File: config.mk
export PLATFORM = sky130hd
export DESIGN_NAME = isa_sysclk_gen
export DESIGN_NICKNAME = d
export VERILOG_FILES = /design/src/rtl/isa_clk_pkg.sv /design/src/rtl/isa_ratio_latch.sv /design/src/rtl/isa_clk_divider.sv /design/src/rtl/isa_bale_fsm.sv /design/src/rtl/isa_sysclk_gen.sv
export SDC_FILE = /design/constraint.sdc
export NUM_CORES = 1
export LEC_CHECK = 0
export BUFFER_PORTS_ARGS = -buffer_cell sky130_fd_sc_hd__buf_2
export CORE_MARGIN = 2
export CORE_UTILIZATION = 30
export CTS_BUF_LIST = sky130_fd_sc_hd__clkbuf_4 sky130_fd_sc_hd__clkbuf_8
export DETAILED_ROUTE_END_ITERATION = 10
export GPL_TIMING_DRIVEN = 0
export PLACE_DENSITY = 0.57
export SLEW_MARGIN = 20
export SYNTH_ARGS = -nofsm -noshare
export SYNTH_HDL_FRONTEND = slang
export SYNTH_SLANG_ARGS = --single-unit
export TNS_END_PERCENT = 5
File: constraint.sdc
create_clock -name clk -period 4.05 [get_ports clk]
set_clock_uncertainty 0.1 [all_clocks]
set_input_delay 0.6075 -clock clk [delete_from_list [all_inputs] [get_ports clk]]
set_output_delay 0.6075 -clock clk [all_outputs]
set_load 0.02 [all_outputs]
File: src/rtl/isa_clk_pkg.sv
package isa_clk_pkg;

  localparam int DIV_W = 3;
  localparam int SEL_W = 3;

  typedef logic [DIV_W-1:0] div_t;

  typedef enum logic [1:0] {
    ST_IDLE,
    ST_ALIGN,
    ST_ACTIVE,
    ST_HELD
  } bale_st_e;

  // Divide ratio for a frequency select code.
  function automatic div_t ratio_of(input logic [SEL_W-1:0] sel);
    div_t r;
    if (sel == '0) begin
      r = div_t'(4);
    end else if (sel <= SEL_W'(4)) begin
      r = div_t'(sel + SEL_W'(2));
    end else begin
      r = div_t'(4);
    end
    return r;
  endfunction

  // Length of the low phase: ceil(n/2).
  function automatic div_t low_len(input div_t n);
    logic [DIV_W:0] s;
    s = {1'b0, n} + {{DIV_W{1'b0}}, 1'b1};
    return s[DIV_W:1];
  endfunction

endpackage

File: src/rtl/isa_ratio_latch.sv
module isa_ratio_latch
  import isa_clk_pkg::*;
(
  input  logic             clk,
  input  logic             rst_n,
  input  logic             load_i,
  input  logic [SEL_W-1:0] sel_i,
  output div_t             div_o
);

  div_t div_q;
  div_t div_d;

  always_comb begin
    div_d = div_q;
    if (load_i) begin
      div_d = ratio_of(sel_i);
    end
  end

  always_ff @(posedge clk or negedge rst_n) begin
    if (!rst_n) begin
      div_q <= div_t'(4);
    end else begin
      div_q <= div_d;
    end
  end

  assign div_o = div_q;

  AST_RATIO_LEGAL: assert property (@(posedge clk) disable iff (!rst_n)
    (div_q >= div_t'(3)) && (div_q <= div_t'(6))) else $error("ratio out of range");

  AST_RATIO_STABLE: assert property (@(posedge clk) disable iff (!rst_n)
    !load_i |=> $stable(div_q)) else $error("ratio changed mid-period");

endmodule

File: src/rtl/isa_clk_divider.sv
module isa_clk_divider
  import isa_clk_pkg::*;
(
  input  logic clk,
  input  logic rst_n,
  input  logic realign_i,
  input  div_t div_i,
  output logic sysclk_o,
  output logic rise_o,
  output logic restart_o
);

  div_t cnt_q;
  div_t cnt_d;
  div_t cnt_inc;
  div_t lo_len;
  logic sysclk_q;
  logic sysclk_d;
  logic wrap;
  logic restart;

  assign lo_len  = low_len(div_i);
  assign cnt_inc = cnt_q + div_t'(1);
  assign wrap    = (cnt_q == (div_i - div_t'(1)));
  assign restart = realign_i | wrap;

  always_comb begin
    if (restart) begin
      cnt_d    = '0;
      sysclk_d = 1'b0;
    end else begin
      cnt_d    = cnt_inc;
      sysclk_d = (cnt_inc >= lo_len);
    end
  end

  always_ff @(posedge clk or negedge rst_n) begin
    if (!rst_n) begin
      cnt_q    <= '0;
      sysclk_q <= 1'b0;
    end else begin
      cnt_q    <= cnt_d;
      sysclk_q <= sysclk_d;
    end
  end

  assign sysclk_o  = sysclk_q;
  assign rise_o    = !restart && (cnt_inc == lo_len);
  assign restart_o = restart;

  AST_CNT_BOUND: assert property (@(posedge clk) disable iff (!rst_n)
    cnt_q < div_i) else $error("counter beyond ratio");

  AST_REALIGN_LOW: assert property (@(posedge clk) disable iff (!rst_n)
    realign_i |=> !sysclk_q) else $error("realign did not force low");

  AST_RISE_EDGE: assert property (@(posedge clk) disable iff (!rst_n)
    rise_o |=> $rose(sysclk_q)) else $error("predicted rise missing");

endmodule

File: src/rtl/isa_bale_fsm.sv
module isa_bale_fsm
  import isa_clk_pkg::*;
(
  input  logic clk,
  input  logic rst_n,
  input  logic start_i,
  input  logic abort_i,
  input  logic rise_i,
  output logic realign_o,
  output logic bale_o,
  output logic cyc_start_o
);

  bale_st_e st_q;
  bale_st_e st_d;
  logic     bale_q;
  logic     bale_d;
  logic     pulse_q;
  logic     pulse_d;
  logic     realign;

  always_comb begin
    st_d    = st_q;
    bale_d  = bale_q;
    pulse_d = 1'b0;
    realign = 1'b0;
    unique case (st_q)
      ST_IDLE, ST_HELD: begin
        if (start_i) begin
          realign = 1'b1;
          st_d    = ST_ALIGN;
        end
      end
      ST_ALIGN: begin
        if (rise_i) begin
          bale_d = 1'b1;
          st_d   = ST_ACTIVE;
        end
      end
      ST_ACTIVE: begin
        if (abort_i) begin
          st_d = ST_HELD;
        end else if (rise_i) begin
          bale_d  = 1'b0;
          pulse_d = 1'b1;
          st_d    = ST_IDLE;
        end
      end
      default: st_d = ST_IDLE;
    endcase
  end

  always_ff @(posedge clk or negedge rst_n) begin
    if (!rst_n) begin
      st_q    <= ST_IDLE;
      bale_q  <= 1'b0;
      pulse_q <= 1'b0;
    end else begin
      st_q    <= st_d;
      bale_q  <= bale_d;
      pulse_q <= pulse_d;
    end
  end

  assign realign_o   = realign;
  assign bale_o      = bale_q;
  assign cyc_start_o = pulse_q;

  AST_HELD_HIGH: assert property (@(posedge clk) disable iff (!rst_n)
    (st_q == ST_HELD) |-> bale_q) else $error("held strobe dropped");

  AST_PULSE_ONE: assert property (@(posedge clk) disable iff (!rst_n)
    pulse_q |=> !pulse_q) else $error("pulse longer than one clock");

  AST_PULSE_ON_FALL: assert property (@(posedge clk) disable iff (!rst_n)
    pulse_q |-> (!bale_q && $past(bale_q))) else $error("pulse not on fall");

  AST_BUSY_NO_REALIGN: assert property (@(posedge clk) disable iff (!rst_n)
    ((st_q == ST_ALIGN) || (st_q == ST_ACTIVE)) |-> !realign) else $error("busy restart");

endmodule

File: src/rtl/isa_sysclk_gen.sv
module isa_sysclk_gen
  import isa_clk_pkg::*;
(
  input  logic             clk,
  input  logic             rst_n,
  input  logic [SEL_W-1:0] freq_sel,
  input  logic             start_req,
  input  logic             abort_req,
  output logic             sysclk,
  output logic             bale,
  output logic             cyc_start
);

  div_t div_cur;
  logic restart;
  logic realign;
  logic rise;

  isa_ratio_latch u_ratio (
    .clk    (clk),
    .rst_n  (rst_n),
    .load_i (restart),
    .sel_i  (freq_sel),
    .div_o  (div_cur)
  );

  isa_clk_divider u_div (
    .clk       (clk),
    .rst_n     (rst_n),
    .realign_i (realign),
    .div_i     (div_cur),
    .sysclk_o  (sysclk),
    .rise_o    (rise),
    .restart_o (restart)
  );

  isa_bale_fsm u_fsm (
    .clk         (clk),
    .rst_n       (rst_n),
    .start_i     (start_req),
    .abort_i     (abort_req),
    .rise_i      (rise),
    .realign_o   (realign),
    .bale_o      (bale),
    .cyc_start_o (cyc_start)
  );

  AST_FALL_ON_RISE: assert property (@(posedge clk) disable iff (!rst_n)
    $fell(bale) |-> $rose(sysclk)) else $error("strobe fell off edge");

  AST_UP_ON_RISE: assert property (@(posedge clk) disable iff (!rst_n)
    $rose(bale) |-> $rose(sysclk)) else $error("strobe rose off edge");

  AST_PULSE_IFF_FALL: assert property (@(posedge clk) disable iff (!rst_n)
    $fell(bale) |-> cyc_start) else $error("fall without pulse");

endmodule

==> results of run 1 <==
[final timing paths]
check / startpoint / endpoint / slack [ns] / cells after the start
worst max register to register: u_div.cnt_q[0] / u_fsm.st_q[1] / 1.99 / 7
worst min register to register: u_ratio.div_o[2] / u_ratio.div_o[2] / 0.42 / 2
worst min-delay path: rst_n / u_ratio.div_o[0] / 0.09 / 1
min in group clk: u_ratio.div_o[2] / u_ratio.div_o[2] / 0.42 / 2
max in group asynchronous: rst_n / u_ratio.div_o[2] / 3.50 / 1
worst max-delay path: u_div.cnt_q[0] / u_fsm.st_q[1] / 1.99 / 7
[Yosys cell counts (2+ instances only)]
cell type / n / area, um^2
a21oi_1: 2 / 10.01
a31oi_1: 3 / 18.77
and2_1: 2 / 12.51
and2b_1: 2 / 15.01
and3_1: 2 / 12.51
dfrtp_1: 10 / 250.2
ha_1: 8 / 100.1
inv_1: 4 / 15.01
nand2_1: 3 / 11.26
nand2b_1: 2 / 12.51
nand3_1: 2 / 10.01
nor2_1: 3 / 11.26
o21ai_0: 5 / 25.02
xnor2_1: 2 / 17.52
xor2_1: 3 / 26.28
[layout make-up]
cell class	count	share of cell area (%)
Tap cell	28	4.328
Multi-Input combinational cell	51	49.00
Buffer	1	1.391
Clock buffer	4	3.709
Timing Repair Buffer	9	5.564
Sequential cell	11	34.16
Inverter	4	1.855
[state kept, by name, summed over array words and instances, names as in the netlist]
signal and count:
u_div.cnt_q 3, u_ratio.div_o 3, u_fsm.st_q 2, u_div.sysclk_o 1, u_fsm.bale_o 1, u_fsm.cyc_start_o 1
[routing by layer]
metal  track usage, %  routed length [um]  part of all wire, %
met4            2.564                   0                    0
met2            17.08                 541                   46
met5                0                   0                    0
met1            14.77                 567                   48
met3            6.000                  76                  6.4
[critical path, delay by kind of cell (launching register included)]
| family | cells | cell delay, ns |
|---|---|---|
| xor gates and xnor gates | 1 | 0.15 |
| and+or+nand+nor | 2 | 0.44 |
| adders and majority gates | 2 | 0.54 |
| DFF | 1 | 0.43 |
| AOI/OAI and AO/OA | 2 | 0.28 |
[logic make-up (layout without fill, tap and decap cells)]
kind of cell             Yosys count  in the layout  synth area share, %
XOR/XNOR                           6              6                9.482
AND/OR/NAND/NOR                   21             21                16.82
adder cells (fa/ha/maj)            8              8                14.31
buffers and inverters              5             18                3.756
AO/OA/AOI/OAI                     16             16                16.10
flip-flops                        11             11                39.54
[power by group through the flow]
stage                     clock network [mW]  registers [mW]  logic [mW]
after CTS                             0.0859           0.210       0.487
final                                 0.0816           0.209       0.480
after floorplan                            0           0.215       0.379
after global routing                  0.0940           0.219       0.555
after global placement                     0           0.210       0.474
after detailed placement                   0           0.211       0.484
[per-stage QoR]
step,cell area [um^2],util [%],power (mW)
6_report,809.5,36.60,0.7706
5_1_grt,809.5,36.60,0.8675
4_1_cts,809.5,36.60,0.7822
3_5_place_dp,779.5,35.24,0.6945
3_3_place_gp,779.5,35.24,0.6847
2_1_floorplan,699.4,-,0.5945
==> impl_metrics.py, run 1 <==
metrics = {
    "clocking": {
        "clockBufferDepth": 2,
        "cts_tree": "yes",
        "insertion_delay_ns": 0.27,
        "htreeDepth": 1,
        "cts_sinks": 11,
        "root_buffer": "clkbuf_4",
        "holdBufCountCts": 0,
        "cts.repair.resized": 0,
        "clk_pin_slew_ns": 0.07,
        "cts_buffers": 3,
        "post_cts_buffers": 0,
    },
    "detailed_routing": {
        "drt_wl_total_mm": 1.186,
        "drtIter0Drc": 11,
        "routed_via_density": 4.713,
        "vias": 509,
        "drc": 0,
        "drt_first_pass_iters": 4,
        "wl_per_cell_um": 10.98,
        "antenna_left": 0,
    },
    "die": {
        "num_rows": 17,
        "core_um2": 2212,
        "start_util_pct": 31.62,
        "ioPinCount": 10,
        "die_w_um": 52.29,
        "die_h_um": 52.29,
        "dieArea_um2": 2734,
    },
    "timing": {
        "rsz0062_at_grt": "false",
        "period_share_pct": 50.74,
        "setup_slack_ns": 1.995,
        "tightest_slew_ns": 0.2835,
        "period_needed_ns": 2.055,
        "tns_ns": 0,
        "setup_violations": 0,
        "hold_violations": 0,
        "holdWs_ns": 0.09236,
        "slew_headroom_pct": 81.10,
        "slew_violations": 0,
        "timing.fmax_ghz": 0.4866,
    },
    "power": {
        "switching_share_pct": 41.63,
        "leakagePower_nw": 0.4083,
        "power_frac_comb_pct": 62.4,
        "p_clk_share_pct": 10.6,
        "internal-power_mw": 0.4498,
        "power_frac_seq_pct": 27.1,
        "pwr_density_cell_nw_per_um2": 952.0,
        "switchingPower_mw": 0.3208,
        "irDropWorstVdd_v": 0.0004341,
    },
    "layout": {
        "layout_common_cells": "10 x dfrtp_1, 9 x buf_2, 8 x ha_1",
        "seq_area_um2": 276.5,
        "final_cells": 108,
        "layout-drive-gt1-share_pct": 22.50,
        "syn2layout_area_growth_pct": 15.74,
        "fillers": 238,
        "final_common_cell": "dfrtp_1",
        "diodes": 0,
        "final_nets": 96,
        "multiInputGateArea_um2": 396.6,
    },
    "setup_path": {
        "cp.arrival_ns": 2.12,
        "path_cells": "ha_1 -> xor2_1 -> ha_1 -> nand3_1 -> a31oi_1 -> or2_2 -> o211a_1",
        "startpoint_type": "flip-flop",
        "cp.required_ns": 4.11,
        "critPathMaxFanout": 4,
        "worstSetupEndpointType": "flip-flop",
        "critPathMaxStageDelay_ns": 0.43,
        "critical_path_class": "flip-flop to flip-flop",
        "cpMostUsedCell": "ha_1",
        "crit_path_top_delay_cell": "dfrtp_1",
    },
    "synth": {
        "netlist_instances": 67,
        "ys_ff_latch": 11,
        "synth_area_um2": 699.4,
        "ys_types": 29,
        "synth_fp_nets": 82,
        "synthArstFlopShare_pct": 100.0,
        "synth_edf_count": 0,
        "avgSynthCellArea_um2": 10.44,
        "yosys_warnings": 0,
        "yosysSeqAreaShare_pct": 39.53,
        "ys.flop_type": "dfrtp_1",
    },
    "global_routing": {
        "grt_max_degree": 12,
        "first_global_vias": 503,
        "track_usage_pct": 11.51,
        "overflow": 0,
        "grt_first_pass_wirelength_mm": 2.249,
        "antenna_found_initial": 0,
    },
    "place": {
        "post-place-ws_ns": 2.003,
        "dp.cells": 104,
        "port_buffers": 9,
        "routabilityCongestion": 0.7102,
        "dp_hpwl_um": 960.1,
    },
    "min_path": {
        "min_path_type": "input pin to async pin",
    },
    "run_status": {
        "status": "finished, final reports clean",
    },
    "job": {
        "drv_cap": 0,
    },
}
Power figures use the tool's default switching activity.
==> run 2: changes to the inputs <==
==> constraint.sdc (replaced) <==
create_clock -name clk -period 2 [get_ports clk]
set_clock_uncertainty 0.1 [all_clocks]
set_input_delay 0.3 -clock clk [delete_from_list [all_inputs] [get_ports clk]]
set_output_delay 0.3 -clock clk [all_outputs]
set_load 0.02 [all_outputs]
==> run 2 against run 1 <==
  * Maximum frequency up 7.4%
  * Wire length rose by 6.6%
  * Global-route usage rose by 0.30 points
  * Highest routed layer is now met4
  * First-iteration DRC count up 36%
  * Flip-flop and latch count stayed put
  * Power up 120%
  * Count of clock-buffer cells in the layout stayed put
  * Final cell count up 2.8%
==> impl_metrics.py, run 2 (same netlist as run 1, synthesis figures left out) <==
metrics = {
    "layout": {
        "layout-drive-gt1-share_pct": 28.92,
        "diodes": 0,
        "final_nets": 99,
        "final_cells": 111,
        "syn2layout_area_growth_pct": 23.43,
        "final_common_cell": "dfrtp_1",
        "layout_common_cells": "10 x dfrtp_1, 9 x buf_2, 6 x ha_1",
    },
    "die": {
        "dieArea_um2": 2734,
        "core_um2": 2212,
        "num_rows": 17,
        "die_h_um": 52.29,
        "ioPinCount": 10,
        "start_util_pct": 31.62,
        "die_w_um": 52.29,
    },
    "power": {
        "pwr_density_cell_nw_per_um2": 1966,
        "leakagePower_nw": 0.4224,
        "irDropWorstVdd_v": 0.0009800,
    },
    "timing": {
        "slew_headroom_pct": 81.40,
        "tns_ns": 0,
        "holdWs_ns": 0.1162,
        "setup_violations": 0,
        "rsz0062_at_grt": "true",
        "tightest_slew_ns": 0.2790,
        "period_needed_ns": 1.914,
        "period_share_pct": 95.69,
        "hold_violations": 0,
        "slew_violations": 0,
        "setup_slack_ns": 0.08629,
        "timing.fmax_ghz": 0.5225,
    },
    "clocking": {
        "root_buffer": "clkbuf_4",
        "cts_buffers": 3,
        "clk_pin_slew_ns": 0.07,
        "cts_tree": "yes",
        "cts_sinks": 11,
        "insertion_delay_ns": 0.27,
        "clockBufferDepth": 2,
        "htreeDepth": 1,
    },
    "detailed_routing": {
        "drc": 0,
        "drtIter0Drc": 15,
        "drt_wl_total_mm": 1.264,
        "vias": 527,
        "antenna_left": 0,
        "routed_via_density": 4.748,
        "wl_per_cell_um": 11.39,
        "drt_first_pass_iters": 4,
    },
    "setup_path": {
        "reg2reg_depth": 7,
        "reg2reg_to": "u_fsm.st_q[1]",
        "critPathMaxFanout": 3,
        "crit_path_top_delay_cell": "dfrtp_1",
        "path_buf_inv": 0,
        "crit-reg2reg-launch": "u_div.cnt_q[1]",
        "path_cells": "ha_1 -> xor2_1 -> ha_1 -> nand3_2 -> a31oi_2 -> or2_4 -> o211a_1",
        "r2r_slack_ns": 0.09,
        "critical_path_class": "flip-flop to flip-flop",
        "cp.arrival_ns": 1.98,
        "critPathMaxStageDelay_ns": 0.40,
        "cp.required_ns": 2.06,
        "worstSetupEndpointType": "flip-flop",
        "startpoint_type": "flip-flop",
        "cp_top_family": "adder cells",
        "cp_num_cells": 7,
        "cpMostUsedCell": "ha_1",
    },
    "place": {
        "dp_hpwl_um": 960.1,
        "dp.cells": 104,
        "post-place-ws_ns": -0.04730,
        "routabilityCongestion": 0.7102,
        "port_buffers": 9,
    },
    "global_routing": {
        "grt_max_degree": 12,
        "first_global_vias": 523,
        "antenna_found_initial": 0,
        "grt_first_pass_wirelength_mm": 2.311,
        "track_usage_pct": 11.81,
        "overflow": 0,
    },
    "min_path": {
        "min_path_type": "input pin to flip-flop",
        "holdPathEnd": "u_ratio.div_o[1]",
        "whs_path_depth": 2,
        "hold_path_startpoint": "freq_sel[1]",
    },
    "run_status": {
        "status": "finished, final reports clean",
    },
    "job": {
        "drv_cap": 0,
    },
}
-- run 2: power breakdown --
part | leakage, nW | internal, mW | switching, mW
combinational | 0.266 | 0.557 | 0.561
clock | 0.0184 | 0.0909 | 0.0756
sequential | 0.138 | 0.336 | 0.0764
total | 0.422 | 0.984 | 0.713
-- run 2: worst max path at each step --
stage	from	to	slack, ns
after floorplan	u_div.cnt_q[0]	u_fsm.st_q[1]	0.08
after global placement	u_div.cnt_q[0]	u_fsm.st_q[1]	-0.04
after detailed placement	u_div.cnt_q[0]	u_fsm.st_q[1]	-0.05
after CTS	u_ratio.div_o[0]	u_fsm.st_q[1]	0.04
after global routing	u_ratio.div_o[0]	u_fsm.st_q[1]	-0.02
final	u_div.cnt_q[1]	u_fsm.st_q[1]	0.09
-- run 2: per-layer routing --
metal | track usage [%] | share of wire, %
met4 | 2.564 | 0.79
met1 | 15.12 | 46
met3 | 6.000 | 6.7
met5 | 0 | 0
met2 | 17.71 | 46
-- run 2: what timing repair did --
| action | in CTS | in global routing |
|---|---|---|
| setup buffers | 2 | 0 |
| hold endpoints to repair | 10 | 0 |
| resized for setup | 1 | 4 |
| setup endpoints to repair | 1 | 3 |
| hold buffers | 1 | 0 |
| pin swaps | 0 | 1 |
-- run 2: stage by stage --
step	power [mW]	util [%]	cell area [um^2]
2_1_floorplan	1.204	-	699.4
3_3_place_gp	1.387	35.24	779.5
3_5_place_dp	1.406	35.24	779.5
4_1_cts	1.624	37.84	837.1
5_1_grt	1.884	39.03	863.3
6_report	1.697	39.03	863.3
-- run 2: area by class of cell --
class	instances	area, um^2
multi-input cells	51	425.4
fillers	235	1349
plain buffers	1	11.26
flip-flops and latches	11	276.5
clock buffers	4	30.03
repair buffers	12	70.07
well taps	28	35.03
inverters	4	15.01
-- run 2: worst reg2reg max path, delay by kind of cell (launching register included) --
family / cells / cell delay, ns
AO/OA/AOI/OAI: 2 / 0.25
XOR/XNOR: 1 / 0.15
adder cells (fa/ha/maj): 2 / 0.53
flip-flops: 1 / 0.40
AND/OR/NAND/NOR: 2 / 0.37
